File: config.mk
export PLATFORM = sky130hd
export DESIGN_NAME = wdog_top
export DESIGN_NICKNAME = d
export VERILOG_FILES = /design/src/rtl/wdog_pkg.sv /design/src/rtl/wdog_prescaler.sv /design/src/rtl/wdog_timeout.sv /design/src/rtl/wdog_por_delay.sv /design/src/rtl/wdog_pulse.sv /design/src/rtl/wdog_top.sv
export SDC_FILE = /design/constraint.sdc
export NUM_CORES = 1
export LEC_CHECK = 0
export BUFFER_PORTS_ARGS = -buffer_cell sky130_fd_sc_hd__buf_2
export CAP_MARGIN = 20
export CORE_UTILIZATION = 45
export CTS_CLUSTER_SIZE = 28
export DETAILED_ROUTE_END_ITERATION = 10
export PLACE_DENSITY_LB_ADDON = 0.1
export SLEW_MARGIN = 20
export SYNTH_ARGS = -nofsm -noshare
export SYNTH_HDL_FRONTEND = slang
export SYNTH_HIERARCHICAL = 1
export SYNTH_SLANG_ARGS = --single-unit
File: constraint.sdc
create_clock -name clk -period 2.95 [get_ports clk]
set_input_delay 0 -clock clk [delete_from_list [all_inputs] [get_ports clk]]
set_output_delay 0 -clock clk [all_outputs]
set_load 0.03 [all_outputs]
File: src/rtl/wdog_pkg.sv
package wdog_pkg;
  // Control strobes shared by the prescaler and the timeout counter
  typedef struct packed {
    logic hold;     // pulse active or watchdog disabled: force zero
    logic pre_clr;  // stop entry or delayed power-on clear
    logic svc;      // service write
  } wd_ctl_t;
endpackage

File: src/rtl/wdog_prescaler.sv
module wdog_prescaler
  import wdog_pkg::*;
#(
  parameter int PRE_W  = 13,
  parameter int SVC_LO = 5
) (
  input  logic    clk,
  input  logic    rst,
  input  wd_ctl_t ctl,
  output logic    carry
);
  localparam logic [PRE_W-1:0] LOW_MASK =
    {{(PRE_W-SVC_LO){1'b0}}, {SVC_LO{1'b1}}};

  logic [PRE_W-1:0] pre_q;

  always_ff @(posedge clk) begin
    if (rst || ctl.hold || ctl.pre_clr)
      pre_q <= '0;
    else if (ctl.svc)
      pre_q <= (pre_q & LOW_MASK) + PRE_W'(1);
    else
      pre_q <= pre_q + PRE_W'(1);
  end

  // Carry out of the top bit only when the prescaler truly wraps
  assign carry = ~(ctl.hold | ctl.pre_clr | ctl.svc) & (&pre_q);
endmodule

File: src/rtl/wdog_timeout.sv
module wdog_timeout
  import wdog_pkg::*;
#(
  parameter int CNT_W = 6
) (
  input  logic    clk,
  input  logic    rst,
  input  wd_ctl_t ctl,
  input  logic    carry,
  output logic    expire
);
  logic [CNT_W-1:0] cnt_q;

  always_ff @(posedge clk) begin
    if (rst || ctl.hold || ctl.svc)
      cnt_q <= '0;
    else if (carry)
      cnt_q <= cnt_q + CNT_W'(1);
  end

  assign expire = carry & (&cnt_q);
endmodule

File: src/rtl/wdog_por_delay.sv
module wdog_por_delay #(
  parameter int POR_DLY = 4096
) (
  input  logic clk,
  input  logic rst,
  input  logic por,
  output logic clr_o
);
  generate
    if (POR_DLY == 0) begin : g_direct
      assign clr_o = por;
    end else begin : g_count
      localparam int DW = (POR_DLY < 2) ? 1 : $clog2(POR_DLY);
      logic [DW-1:0] dcnt_q;
      logic          busy_q;

      always_ff @(posedge clk) begin
        if (rst) begin
          busy_q <= 1'b0;
          dcnt_q <= '0;
        end else if (por) begin
          busy_q <= 1'b1;
          dcnt_q <= DW'(POR_DLY - 1);
        end else if (busy_q) begin
          if (dcnt_q == '0) busy_q <= 1'b0;
          else              dcnt_q <= dcnt_q - DW'(1);
        end
      end

      assign clr_o = busy_q & (dcnt_q == '0);
    end
  endgenerate
endmodule

File: src/rtl/wdog_pulse.sv
module wdog_pulse #(
  parameter int PULSE_LEN = 32
) (
  input  logic clk,
  input  logic rst,
  input  logic fire,
  input  logic flag_clr,
  output logic active,
  output logic rst_n_o,
  output logic flag
);
  localparam int PW = (PULSE_LEN < 2) ? 1 : $clog2(PULSE_LEN);

  logic [PW-1:0] pcnt_q;
  logic          act_q;
  logic          flag_q;

  always_ff @(posedge clk) begin
    if (rst) begin
      act_q  <= 1'b0;
      pcnt_q <= '0;
    end else if (fire && !act_q) begin
      act_q  <= 1'b1;
      pcnt_q <= PW'(PULSE_LEN - 1);
    end else if (act_q) begin
      if (pcnt_q == '0) act_q  <= 1'b0;
      else              pcnt_q <= pcnt_q - PW'(1);
    end
  end

  always_ff @(posedge clk) begin
    if (rst)           flag_q <= 1'b0;
    else if (fire)     flag_q <= 1'b1;
    else if (flag_clr) flag_q <= 1'b0;
  end

  assign active  = act_q;
  assign rst_n_o = ~act_q;
  assign flag    = flag_q;
endmodule

File: src/rtl/wdog_top.sv
module wdog_top
  import wdog_pkg::*;
#(
  parameter int PRE_W     = 13,
  parameter int SVC_LO    = 5,
  parameter int CNT_W     = 6,
  parameter int PULSE_LEN = 32,
  parameter int POR_DLY   = 4096,
  parameter int DATA_W    = 8
) (
  input  logic              clk,
  input  logic              rst,
  input  logic              por_pulse,
  input  logic              stop_req,
  input  logic              test_dis,
  input  logic              brk_act,
  input  logic              wr_en,
  input  logic [DATA_W-1:0] wr_data,
  input  logic              rd_en,
  input  logic [DATA_W-1:0] vec_lo,
  output logic [DATA_W-1:0] rd_data,
  input  logic              flag_clr,
  output logic              rst_n_o,
  output logic              wd_flag
);
  wd_ctl_t ctl;
  logic    pulse_act;
  logic    por_clr;
  logic    carry;
  logic    expire;
  logic    unused_wdata;

  // Written value carries no meaning; only the strobe services the watchdog
  assign unused_wdata = ^wr_data;

  assign ctl.hold    = pulse_act | test_dis | brk_act;
  assign ctl.pre_clr = stop_req | por_clr;
  assign ctl.svc     = wr_en;

  wdog_por_delay #(.POR_DLY(POR_DLY)) u_por (
    .clk   (clk),
    .rst   (rst),
    .por   (por_pulse),
    .clr_o (por_clr)
  );

  wdog_prescaler #(.PRE_W(PRE_W), .SVC_LO(SVC_LO)) u_pre (
    .clk   (clk),
    .rst   (rst),
    .ctl   (ctl),
    .carry (carry)
  );

  wdog_timeout #(.CNT_W(CNT_W)) u_cnt (
    .clk    (clk),
    .rst    (rst),
    .ctl    (ctl),
    .carry  (carry),
    .expire (expire)
  );

  wdog_pulse #(.PULSE_LEN(PULSE_LEN)) u_pls (
    .clk      (clk),
    .rst      (rst),
    .fire     (expire),
    .flag_clr (flag_clr),
    .active   (pulse_act),
    .rst_n_o  (rst_n_o),
    .flag     (wd_flag)
  );

  always_ff @(posedge clk) begin
    if (rst)        rd_data <= '0;
    else if (rd_en) rd_data <= vec_lo;
    else            rd_data <= '0;
  end
endmodule

# Word-level counts from Yosys, hierarchy flattened
# Index checks and enable logic that the tools add are counted.
[totals]
ff_bits = 47
in_bits = 25
[classes]
n_mux = 15
n_reduce_logical = 15
addsub = 5
bitwise = 11
eq_ne = 2
[ops]
columns = ["operator", "count"]
rows = [
  ["$mux 12", 3],
  ["$mux 5", 3],
  ["$add 13x1->13 const B", 1],
  ["$mux 13", 1],
  ["$reduce_and 13->1", 1],
  ["$logic_not 12->1", 1],
  ["$sub 12x1->12 const B", 1],
  ["$mux 1", 8],
  ["$add 5x1->6 const B", 1],
  ["$add 6x1->6 const B", 1],
  ["$reduce_and 6->1", 1],
  ["$reduce_bool 2->1", 3],
  ["$logic_not 5->1", 1],
  ["$or 1x1->1", 5],
  ["$sub 5x1->5 const B", 1],
  ["$reduce_and 2->1", 2],
  ["$and 1x1->1", 3],
  ["$logic_or 1x1->1", 3],
  ["$not 1->1", 3],
  ["$ne 2x1->1 const B", 1],
  ["$ne 2x2->1 const B", 1],
  ["$reduce_or 2->1", 1],
  ["$logic_and 1x1->1", 1],
  ["$logic_not 1->1", 1],
]

# Depth between registers and ports, before layout
[depth]
word_depth = 11
ltp_mapped = 14
ltp_nobuf = 13

# By module
# The synthesis kept the hierarchy.
[by_module_without_submodules]
columns = ["module", "seq_area_each_um2", "cells_per_inst", "area_per_inst_um2", "instances"]
rows = [
  ["wdog_por_delay", 260.2, 81, 684.4, 1],
  ["wdog_prescaler", 260.2, 67, 581.8, 1],
  ["wdog_pulse", 140.1, 35, 329.1, 1],
  ["wdog_timeout", 120.1, 30, 272.8, 1],
  ["wdog_top", 160.2, 18, 242.7, 1],
]

# Least setup slack after synthesis
# OpenSTA, ideal clock, no wires.
[synth_path]
path_kind = "reg2reg"
from = "reg u_por.g_count.dcnt_q[0]"
to = "reg u_pls.pcnt_q[0]"
arrival_ns = 2.619
t_required_ns = 2.859
path_stages_with_launch = 15
path_slack_ns = 0.240
path_cell_list = "dfxtp_1 inv_1 ha_1 or4b_1 nor2_1 and4_1 or2_2 nor3_1 and3_1 buf_6 nand4_1 nor2_1 nor2b_1 a211oi_1 a311oi_1"
[synth_lines]
columns = ["element", "line", "rtl"]
rows = [
  ["start: declaration", "wdog_por_delay.sv:14", "logic [DW-1:0] dcnt_q;"],
  ["start signal: assignment", "wdog_por_delay.sv:23", "dcnt_q <= DW'(POR_DLY - 1);"],
  ["start signal: assignment", "wdog_por_delay.sv:26", "else dcnt_q <= dcnt_q - DW'(1);"],
  ["end signal: assignment", "wdog_pulse.sv:24", "pcnt_q <= PW'(PULSE_LEN - 1);"],
  ["end signal: assignment", "wdog_pulse.sv:27", "else pcnt_q <= pcnt_q - PW'(1);"],
  ["end: declaration", "wdog_pulse.sv:14", "logic [PW-1:0] pcnt_q;"],
]

==> key figures <==
Worst setup path
  • Worst Setup End Kind: register
  • WP data required: 3170 ps
  • Buf/Inv on CP: 1
  • Max stage delay on crit path: 330 ps
  • Crit path max fanout: 4
  • Top delay family on crit path: simple AND/OR/NAND/NOR gates
  • Crit-path slowest cell: dfxtp_1
  • Crit path kind: register to register
  • Critical path arrival: 2980 ps
  • Critical path launch point type: register
  • Critical-path cell list: inv_1, ha_1, or4b_1, nor2_1, and4_1, or2_2, nor3_1, and3_1, nand4_1, nor2_2, nor2b_2, a211oi_1, a311oi_1

GRT
  • Overall routing resource usage: 17.9%
  • Gr ovfl total: 0
  • Largest net degree at the start of global routing: 33
  • Vias in the first global route: 1585
  • Initial antenna violation count: 0
  • First-pass GRT wire length: 6.96 mm

Routing
  • Post-Route WL: 4.17 mm
  • DR WL/cell: 13.0 um
  • Via/cell ratio: 5.55
  • Routed Antenna Nets: 0
  • Residual DRC: 0
  • Vias after detailed routing: 1780
  • DRT Pass-1 Iters: 5
  • 1st-iter DRT viols: 85

STA
  • F_max: 0.361 GHz
  • Final setup fails: 0
  • Slew HR: 45.4%
  • Minimum clock period after layout: 2770 ps
  • Hold Vio Cnt, Final: 0
  • Post-route setup slack: 183 ps
  • Measured slew at the worst slew-check pin: 808 ps
  • Total negative slack: 0 ps
  • Fin crit share: 93.8%
  • Clock Skew: 5.90 ps
  • Max Transition Viols Final: 0

Yosys
  • Synth Area per Inst: 9.14 sq um
  • Ys async rst share: 0%
  • Count of cell types in the netlist: 44
  • Leading register cell type out of synthesis: dfxtp_1
  • Synthesized Nets: 261
  • Post-synth EDFFs: 0
  • Cell count after synthesis: 231
  • Post-synthesis sequential area ratio: 44.6%
  • Mapped Area: 2110 sq um
  • Synth Register Bits: 47
  • Synthesis Warnings: 6

Placed design
  • Place WS: 126 ps
  • Half-perimeter wire length after placement: 2.77 mm
  • RePlAce Congestion: 0.764
  • Port Buf Inserts: 26

Floorplanning
  • FP Rows: 24
  • Die Ht: 70.5 um
  • Core Footprint: 4440 sq um
  • Die X-Extent: 70.5 um
  • Initial core utilization: 47.5%
  • Top Ports: 35
  • Total Die Area: 4970 sq um

Final layout
  • Share of cells above drive strength 1: 19.0%
  • Nets: 298
  • # fillers: 411
  • Most common cell after layout, fill and taps aside: dfxtp_1
  • # diodes: 0
  • Most frequent cells in the layout: dfxtp_1, buf_2, a21oi_1
  • Area grow syn2layout: 18.4%

Flow run
  • Maxcap violations: 0

Power
  • Pwr dens: 509 nW/um^2
  • Pleak: 0.941 nW
  • Peak supply drop: 0.000207 V

Clock tree
  • H-tree Lvls: 2
  • Clk sinks: 47
  • CTS Buffer Depth: 2
  • CTS tree: done
  • CTS root buf: clkbuf_8
  • Buffer count from post-CTS setup fixing: 0
  • Total CTS buffers: 5
  • CTS clk-pin slew, worst paths: 90 ps
  • Latest clock arrival within the worst-skew pair: 300 ps

Worst hold path
  • Hold Path Class: input port to register

Status
  • Status: complete, no violations
-- flip-flops by register name, indices dropped and copies added (netlist names) --
name	cells
u_por/g_count.busy_q	1
u_por/g_count.dcnt_q	12
u_pre/pre_q	13
u_pls/pcnt_q	5
rd_data	8
u_pls/flag	1
u_cnt/cnt_q	6
u_pls/active	1
-- stage by stage --
step                hold slack (ps)  cell area [sq um]  util (%)  power, W  instances
global route                   25.9               2500      56.3   0.00133        321
detailed placement              249               2280      51.4  0.000776        304
global placement                243               2280      51.4  0.000775        304
finish                         27.8               2500      56.3   0.00127        321
floorplan                      69.1               2110         -  0.000743        231
CTS                            8.41               2490      56.1   0.00129        321
-- cell type report --
class / count / area, sq um / area share [%]
clock buffers: 6 / 82.6 / 3.30
clock inverters: 2 / 38.8 / 1.55
inverters: 11 / 41.3 / 1.65
multi-input cells: 164 / 1080 / 43.2
flip-flops and latches: 47 / 941 / 37.6
well taps: 52 / 65.1 / 2.60
repair buffers: 39 / 250 / 10.0
-- power breakdown --
group | internal [W] | leakage (nW) | total, W | switching, W
sequential | 0.000653 | 0.384 | 0.000669 | 0.0000159
clock | 0.000279 | 0.0618 | 0.000503 | 0.000224
combinational | 0.0000463 | 0.495 | 0.000102 | 0.0000552
total | 0.000978 | 0.941 | 0.00127 | 0.000295
-- cell families after synthesis --
kind of cell | count (synthesis) | synth area share, %
and+or+nand+nor | 100 | 29.0
buffers and inverters | 20 | 4.45
AOI/OAI and AO/OA | 48 | 14.3
DFF | 47 | 44.6
xor gates and xnor gates | 8 | 3.32
muxes | 3 | 1.42
adders and majority gates | 5 | 2.96
-- final timing paths --
check	cells past startpoint	end	startpoint	slack, ps
max reg2reg	13	u_pls/pcnt_q[0]	u_por/g_count.dcnt_q[0]	180
min	2	rd_data[2]	rd_en	30
max	13	u_pls/pcnt_q[0]	u_por/g_count.dcnt_q[0]	180
min reg2reg	1	u_pre/pre_q[0]	u_pre/pre_q[0]	470
-- layer usage --
| layer | track usage (%) | wire (um) | vias to the layer above |
|---|---|---|---|
| met5 | 0 | 0 | - |
| met4 | 7.48 | 72 | 0 |
| met3 | 4.47 | 88 | 6 |
| met2 | 30.1 | 1960 | 14 |
| met1 | 21.5 | 2060 | 835 |
| li1 | - | - | 925 |
-- Yosys cell counts (all sizes together), types with 6 or more instances --
cell   number  area share [%]
or3        13             4.0
a21oi      22             5.6
nor2       20             3.6
nor3        6             1.4
nand4       8             2.7
and3b       8             3.3
nand2      11             2.0
dfxtp      47              45
nand3       7             1.9
inv        11             2.0
o21ai       7             1.7
-- worst reg2reg max path: cells and delay by family, from the launching register on --
family	cells	cell delay, ps
adder cells (fa/ha/maj)	1	220
AND/OR/NAND/NOR	9	1760
flip-flops	1	330
buffers and inverters	1	70
AO/OA/AOI/OAI	2	300
-- what timing repair did --
action	CTS	global route
setup endpoints to repair	0	6
hold endpoints to repair	9	0
resized for setup	0	2
hold buffers	9	0
Note: power is estimated with default switching activity, not from simulation.
